--- config.mk ---
export PLATFORM = sky130hd
export DESIGN_NAME = ts_sync_tracker
export DESIGN_NICKNAME = d
export VERILOG_FILES = /design/src/rtl/ts_sync_pkg.sv /design/src/rtl/ts_sync_detect.sv /design/src/rtl/ts_sync_reach.sv /design/src/rtl/ts_sync_fsm.sv /design/src/rtl/ts_sync_tracker.sv
export SDC_FILE = /design/constraint.sdc
export NUM_CORES = 1
export LEC_CHECK = 0
export BUFFER_PORTS_ARGS = -buffer_cell sky130_fd_sc_hd__buf_4
export CORE_ASPECT_RATIO = 0.9
export CORE_MARGIN = 4
export CORE_UTILIZATION = 45
export DETAILED_ROUTE_END_ITERATION = 10
export PLACE_DENSITY = 0.73
export SETUP_SLACK_MARGIN = 0.02
export SLEW_MARGIN = 20
export SYNTH_ARGS = -nofsm -noshare
export SYNTH_HDL_FRONTEND = slang
export SYNTH_SLANG_ARGS = --single-unit
--- constraint.sdc ---
create_clock -name clk -period 2.3 [get_ports clk]
set_input_delay 0.115 -clock clk [delete_from_list [all_inputs] [get_ports clk]]
set_output_delay 0.115 -clock clk [all_outputs]
set_load 0.02 [all_outputs]
--- src/rtl/ts_sync_pkg.sv ---
package ts_sync_pkg;
    typedef enum logic [1:0] {
        ST_HUNT   = 2'd0,
        ST_VERIFY = 2'd1,
        ST_LOCK   = 2'd2
    } trk_state_e;

    localparam logic [7:0] TS_TOKEN_DEFAULT = 8'h47;
    localparam int         TS_LEN_DEFAULT   = 188;
    localparam int         TS_LOCK_DEFAULT  = 9;
    localparam int         TS_DROP_DEFAULT  = 9;
endpackage

--- src/rtl/ts_sync_detect.sv ---
module ts_sync_detect #(
    parameter int DATA_W    = 8,
    parameter int HINT_GATE = 0
) (
    input  logic [DATA_W-1:0] in_data,
    input  logic              in_sop,
    input  logic [DATA_W-1:0] cfg_token,
    output logic              is_token,
    output logic              may_start
);
    localparam logic GATE = (HINT_GATE != 0);

    assign is_token  = (in_data == cfg_token);
    // hunt candidate: token, and the hint too when gating is chosen
    assign may_start = is_token & (in_sop | ~GATE);
endmodule

--- src/rtl/ts_sync_reach.sv ---
module ts_sync_reach #(
    parameter int CNT_W = 4
) (
    input  logic [CNT_W-1:0] cnt,
    input  logic [CNT_W-1:0] thr,
    output logic             hit
);
    // true when one more event reaches the threshold (0 behaves as 1)
    assign hit = ({1'b0, cnt} + (CNT_W+1)'(1)) >= {1'b0, thr};
endmodule

--- src/rtl/ts_sync_fsm.sv ---
module ts_sync_fsm
    import ts_sync_pkg::*;
#(
    parameter int DATA_W = 8,
    parameter int LEN_W  = 8,
    parameter int CNT_W  = 4
) (
    input  logic              clk,
    input  logic              rst,
    input  logic              in_valid,
    input  logic [DATA_W-1:0] in_data,
    input  logic              is_token,
    input  logic              may_start,
    input  logic [LEN_W-1:0]  cfg_len,
    input  logic              lock_hit,
    input  logic              drop_hit,
    output logic [CNT_W-1:0]  cnt,
    output logic              locked,
    output logic              out_valid,
    output logic [DATA_W-1:0] out_data,
    output logic              out_sop,
    output logic              out_eop,
    output logic              out_err,
    output logic [LEN_W-1:0]  out_idx
);
    typedef struct packed {
        trk_state_e        st;
        logic [LEN_W-1:0]  pos;
        logic [CNT_W-1:0]  cnt;
        logic              o_valid;
        logic              o_sop;
        logic              o_eop;
        logic              o_err;
        logic [DATA_W-1:0] o_data;
        logic [LEN_W-1:0]  o_idx;
    } trk_t;

    trk_t trk_d, trk_q;

    logic [LEN_W-1:0] last_pos;
    logic             at_start;
    logic             lose;

    assign last_pos = cfg_len - LEN_W'(1);
    assign at_start = (trk_q.pos == '0);
    assign lose     = at_start && !is_token && drop_hit;

    always_comb begin
        trk_d         = trk_q;
        trk_d.o_valid = 1'b0;
        trk_d.o_sop   = 1'b0;
        trk_d.o_eop   = 1'b0;
        trk_d.o_err   = 1'b0;
        if (in_valid) begin
            unique case (trk_q.st)
                ST_HUNT: begin
                    if (may_start) begin
                        trk_d.pos = LEN_W'(1);
                        if (lock_hit) begin
                            trk_d.st      = ST_LOCK;
                            trk_d.cnt     = '0;
                            trk_d.o_valid = 1'b1;
                            trk_d.o_sop   = 1'b1;
                            trk_d.o_data  = in_data;
                            trk_d.o_idx   = '0;
                        end else begin
                            trk_d.st  = ST_VERIFY;
                            trk_d.cnt = CNT_W'(1);
                        end
                    end
                end
                ST_VERIFY: begin
                    if (trk_q.pos == cfg_len) begin
                        if (is_token) begin
                            trk_d.pos = LEN_W'(1);
                            if (lock_hit) begin
                                trk_d.st      = ST_LOCK;
                                trk_d.cnt     = '0;
                                trk_d.o_valid = 1'b1;
                                trk_d.o_sop   = 1'b1;
                                trk_d.o_data  = in_data;
                                trk_d.o_idx   = '0;
                            end else begin
                                trk_d.cnt = trk_q.cnt + CNT_W'(1);
                            end
                        end else begin
                            trk_d.st  = ST_HUNT;
                            trk_d.pos = '0;
                            trk_d.cnt = '0;
                        end
                    end else begin
                        trk_d.pos = trk_q.pos + LEN_W'(1);
                    end
                end
                ST_LOCK: begin
                    trk_d.o_valid = 1'b1;
                    trk_d.o_data  = in_data;
                    if (lose) begin
                        trk_d.st    = ST_HUNT;
                        trk_d.pos   = '0;
                        trk_d.cnt   = '0;
                        trk_d.o_err = 1'b1;
                        trk_d.o_eop = 1'b1;
                        trk_d.o_idx = '0;
                    end else begin
                        if (at_start) begin
                            trk_d.cnt = is_token ? '0 : trk_q.cnt + CNT_W'(1);
                        end
                        trk_d.o_idx = trk_q.pos;
                        trk_d.o_sop = at_start;
                        trk_d.o_eop = (trk_q.pos == last_pos);
                        trk_d.pos   = (trk_q.pos == last_pos) ? '0
                                                              : trk_q.pos + LEN_W'(1);
                    end
                end
                default: trk_d = '0;
            endcase
        end
    end

    always_ff @(posedge clk) begin
        if (rst) begin
            trk_q <= '0;
        end else begin
            trk_q <= trk_d;
        end
    end

    assign cnt       = trk_q.cnt;
    assign locked    = (trk_q.st == ST_LOCK);
    assign out_valid = trk_q.o_valid;
    assign out_data  = trk_q.o_data;
    assign out_sop   = trk_q.o_sop;
    assign out_eop   = trk_q.o_eop;
    assign out_err   = trk_q.o_err;
    assign out_idx   = trk_q.o_idx;
endmodule

--- src/rtl/ts_sync_tracker.sv ---
module ts_sync_tracker #(
    parameter int LEN_W     = 8,
    parameter int CNT_W     = 4,
    parameter int HINT_GATE = 0
) (
    input  logic             clk,
    input  logic             rst,
    input  logic             in_valid,
    input  logic [7:0]       in_data,
    input  logic             in_sop,
    input  logic [7:0]       cfg_token,
    input  logic [LEN_W-1:0] cfg_len,
    input  logic [CNT_W-1:0] cfg_lock_cnt,
    input  logic [CNT_W-1:0] cfg_drop_cnt,
    output logic             locked,
    output logic             out_valid,
    output logic [7:0]       out_data,
    output logic             out_sop,
    output logic             out_eop,
    output logic             out_err,
    output logic [LEN_W-1:0] out_idx
);
    localparam int DATA_W = 8;

    logic             is_token;
    logic             may_start;
    logic             lock_hit;
    logic             drop_hit;
    logic [CNT_W-1:0] cnt;

    ts_sync_detect #(.DATA_W(DATA_W), .HINT_GATE(HINT_GATE)) u_detect (
        .in_data   (in_data),
        .in_sop    (in_sop),
        .cfg_token (cfg_token),
        .is_token  (is_token),
        .may_start (may_start)
    );

    ts_sync_reach #(.CNT_W(CNT_W)) u_lock_reach (
        .cnt (cnt),
        .thr (cfg_lock_cnt),
        .hit (lock_hit)
    );

    ts_sync_reach #(.CNT_W(CNT_W)) u_drop_reach (
        .cnt (cnt),
        .thr (cfg_drop_cnt),
        .hit (drop_hit)
    );

    ts_sync_fsm #(.DATA_W(DATA_W), .LEN_W(LEN_W), .CNT_W(CNT_W)) u_fsm (
        .clk       (clk),
        .rst       (rst),
        .in_valid  (in_valid),
        .in_data   (in_data),
        .is_token  (is_token),
        .may_start (may_start),
        .cfg_len   (cfg_len),
        .lock_hit  (lock_hit),
        .drop_hit  (drop_hit),
        .cnt       (cnt),
        .locked    (locked),
        .out_valid (out_valid),
        .out_data  (out_data),
        .out_sop   (out_sop),
        .out_eop   (out_eop),
        .out_err   (out_err),
        .out_idx   (out_idx)
    );
endmodule

[After elaboration in Yosys (flattened, before gate mapping)]
Cells that the tools add are included.
Storage, ports and cells
  register bits: 34
  bits of input ports: 36
  output and inout port bits: 21
  logic and storage cells: 63
Operators by class
  add/subtract/negate cells: 4
  magnitude comparators: 2
  equality and inequality tests: 10
  muxes and demuxes: 25
  bitwise operators: 2
  reductions and logical operators: 11
Operator list (number)
  $pmux 16 s3: 2
  $mux 16: 4
  $eq 8x8->1: 3
  $mux 8: 3
  $mux 14: 1
  $mux 12: 1
  $mux 2: 6
  $mux 4: 3
  $ge 5x4->1: 2
  $add 8x1->8 const B: 1
  $logic_not 8->1: 1
  $sub 8x1->8 const B: 1
  $mux 6: 1
  $ne 2x1->1 const B: 3
  $add 4x1->5 const B: 1
  $reduce_and 5->1: 1
  $add 4x1->4 const B: 1
  $mux 1: 4
  $reduce_and 2->1: 2
  $reduce_and 4->1: 1
  $ne 3x1->1 const B: 1
  $ne 3x3->1 const B: 1
  $reduce_or 3->1: 1
  $eq 2x1->1 const B: 1
  6 further kinds: 8

[Depth between registers and ports, before layout]
  depth in word-level cells: 6
  mapped depth: 11
  depth with buffers taken out: 10

[Cells and area by module]
A second synthesis with hierarchy kept.
Unflattened totals
  cell total of the unflattened synthesis: 325
  area total of the unflattened synthesis: 2587.5 um^2
Modules (own cells, without submodules)
  ts_sync_fsm: instances 1, cells an instance 281, area an instance 2240.9 um^2, sequential area each 680.7 um^2
  ts_sync_reach: instances 2, cells an instance 16, area an instance 126.4 um^2, sequential area each 0.0 um^2
  ts_sync_detect: instances 1, cells an instance 12, area an instance 93.8 um^2, sequential area each 0.0 um^2

[Worst setup path after synthesis]
OpenSTA, ideal clock, no wires.
  kind: register to register
  start: register u_fsm.trk_q (netlist bit u_fsm.cnt[0])
  end: register u_fsm.trk_q (netlist bit u_fsm.cnt[2])
  library setup time: 0.122 ns
  data arrival time: 2.112 ns
  data required time: 2.178 ns
  path slack: 0.066 ns
  stages on the path, launching flop included: 11
  path buffers: 0
  period minus slack after synthesis: 2.234 ns
  cells stage by stage: dfxtp_1 -> ha_1 -> xor2_1 -> ha_1 -> o21ai_0 -> a21o_1 -> a211oi_1 -> nor3b_1 -> a31oi_2 -> nor2_1 -> a221o_1
Between the ends
  word-level cells in the longest chain between the ends: 6
  elaborated cells on any way between the ends: 14
  those cells by class: add/sub: 2; order compare: 2; eq/ne: 1; mux: 7; reduce/logical: 2
RTL lines
  from (decl): RTL line ts_sync_fsm.sv:38  | trk_t trk_d, trk_q;
  from (signal assigned): RTL line ts_sync_fsm.sv:125  | trk_q <= trk_d;
  $add 4x1->5: RTL line ts_sync_reach.sv:9  | assign hit = ({1'b0, cnt} + (CNT_W+1)'(1)) >= {1'b0, thr};
  $ge 5x4->1: RTL line ts_sync_reach.sv:9
  $mux 4: RTL line ts_sync_fsm.sv:76  | if (lock_hit) begin
  $mux 14: RTL line ts_sync_fsm.sv:74  | if (is_token) begin
  $mux 6: RTL line ts_sync_fsm.sv:73  | if (trk_q.pos == cfg_len) begin
  $pmux 16 s3: RTL line ts_sync_fsm.sv:55  | unique case (trk_q.st)
Parallel ways exist; a longest one is shown, timed or not. The select of a mux whose other input is x is not followed.
A chain may end at the register's enable or synchronous reset.

[Worst setup path after layout]
Ends and elaborated chain as after synthesis.

==> metrics.cfg <==
[synth]
async_flop_share_pct=0
synth_area_leaders=dfxtp_1, xor2_1, mux2i_1
ys_dominant_reg_cell=dfxtp_1
ys_seq_elements=34
avgSynthCellArea_um2=8.67
ys_seq_area_share_pct=28.9
synthCells=272
synth_top_area_share_pct=28.9
yosysTopAreaCell=dfxtp_1
ys_types=51
synth_fp_nets=320
synth_edf_count=0
syn_area_um2=2360
yosys_warnings=0

[sta]
period_share_pct=99.9
rsz0062_at_grt=yes
setup_slack_ns=0.00156
hold_slack_ns=0.100
max_freq_mhz=435
tightest_slew_ns=0.417
finalSetupViolCount=0
drv_slew=0
slew_headroom_pct=72.2
post-route-min-period_ns=2.30
hold_violations=0
skew_ns=0.00602

[die]
core-area_um2=4950
start_util_pct=47.6
die_area_um2=6460
die_w_um=84.3
io_pins=57
dieHeight_um=76.7
fp-row-count=24

[global_routing]
grt_pass1_wl_um=8910
grt_max_degree=25
first_global_vias=1950
track_usage_pct=16.5
antenna_found_initial=0
grt_overflow=0

[place]
dp_hpwl_um=4110
pre_cts_ws_ns=-0.0837
gp_congestion=0.873
post_dp_cell_area_um2=2780
portBuffers=55

[hold_path]
hold_class=in2reg

[setup_path]
crit_path_max_incr_delay_ns=0.36
critPathMaxFanout=4
required_ns=2.47
worstPathCellList=ha_4, xor2_2, ha_1, o21ai_1, a21o_1, a211oi_2, nor3b_2, a31oi_2, buf_4, nor4b_2, a221o_1
crit_arrival_ns=2.47
critPathLaunchType=register
critPathSlowestCell=dfxtp_4
critPathCaptureType=register
worstSetupPathType=reg2reg

[clock_network]
clk_pin_slew_ns=0.07
cts-root-buf=clkbuf_8
cts_sinks=34
cts_hold_buf=0
htreeDepth=2
clockBufferDepth=2
clk_latency_ns=0.29
numCtsBuffers=5
cts_tree=done

[cells_and_area]
drive_gt1_share_pct=35.6
area_growth_pct=30.4
layout_commonest_cell=buf_4
fin_area_um2=3070
layout.nets=378
utilization_pct=62.0
diodes=0
num-fill-cells=433
final_cell_mix=buf_4, dfxtp_1, nand2_1, xor2_1, nand2b_1

[routing]
viasPerCell=5.08
drc=0
wl_per_cell_um=14.2
wl_um=5610
routed-via-count=2010
ant_nets=0
first_iter_violations=91
drt_pass1_iterations=4

[power_and_ir_drop]
vdd_drop_max_uv=211
p_per_area_nw_per_um2=458
p_leak_nw=1.33

[flow_run]
max_cap_viol_count=0

[status]
status=finished clean

[cells by family (layout without fill, tap and decap cells)]
kind of cell,after synthesis,in the layout,share of synthesized area [%]
buffers and inverters,38,97,10.6
and+or+nand+nor,103,103,24.0
DFF,34,34,28.9
xor gates and xnor gates,30,30,11.5
AOI/OAI and AO/OA,37,37,11.0
adders and majority gates,12,12,6.37
muxes,18,18,7.64
[cells in the mapped netlist (all sizes together), types with 2 or more instances]
master,number
dfxtp,34
mux2i,18
a211oi,2
a21oi,10
nand2,30
xnor2,4
and3,4
nor2b,2
nor4,5
nand4,3
nor4b,2
xor2,26
and2,2
o21ai,8
nor3b,2
o21a,3
a2bb2oi,2
buf,21
nand3,5
a22o,2
nor3,8
inv,12
ha,12
clkbuf,5
a21o,3
nor2,18
a31oi,2
nand2b,19
[through the flow]
step | TNS [ns] | std cells | total power [mW]
after floorplan | 0 | 272 | 0.673
after global placement | -0.0211 | 382 | 0.743
after detailed placement | -0.189 | 382 | 0.746
after CTS | -0.00888 | 392 | 1.41
after global routing | -0.739 | 396 | 1.45
final | 0 | 396 | 1.41
[area by class of cell]
type	instances	area (µm²)	area share (%)
Clock buffer	5	68.8	2.24
Multi-Input combinational cell	200	1510	49.2
Sequential cell	34	689	22.4
Tap cell	65	81.3	2.65
Inverter	12	45.0	1.47
Timing Repair Buffer	77	608	19.8
Clock inverter	3	68.8	2.24
[critical path: cells and delay by family, from the launching register on]
family	cells	cell delay [ns]
adders and majority gates	2	0.44
AOI/OAI and AO/OA	5	0.95
and+or+nand+nor	2	0.12
DFF	1	0.36
buffers and inverters	1	0.16
xor gates and xnor gates	1	0.14
[final timing paths]
check / cells after the start / endpoint / slack, ns / startpoint
max: 11 / u_fsm.cnt[2] / 0.002 / u_fsm.cnt[0]
min: 3 / u_fsm.out_data[4] / 0.10 / in_data[4]
max reg2reg: 11 / u_fsm.cnt[2] / 0.002 / u_fsm.cnt[0]
min reg2reg: 2 / u_fsm.out_data[4] / 0.47 / u_fsm.out_data[4]
[power by group]
part           internal (mW)  switching [mW]  total, mW
logic                 0.0787          0.0711      0.150
clock network          0.434           0.236      0.670
registers              0.586        0.000606      0.587
[flip-flops by register name (all words and copies together), names as in the netlist]
signal,cells
u_fsm.cnt,4
u_fsm.out_idx,8
u_fsm.out_eop,1
u_fsm.trk_q,10
u_fsm.out_err,1
u_fsm.out_data,8
u_fsm.out_valid,1
u_fsm.out_sop,1
[per-layer routing]
| metal | part of all wire (%) | track usage, % |
|---|---|---|
| met5 | 0 | 0 |
| met4 | 2.0 | 5.63 |
| met3 | 6.5 | 4.07 |
| met2 | 46 | 26.0 |
| met1 | 46 | 21.9 |
[timing repair]
| item | in CTS | in global routing |
|---|---|---|
| resized for setup | 13 | 12 |
| pin swaps | 5 | 5 |
| setup buffers | 2 | 3 |
| endpoints found under the setup margin | 26 | 28 |
| gates cloned | 0 | 1 |
| hold endpoints to repair | 0 | 0 |
Power figures use the tool's default switching activity.
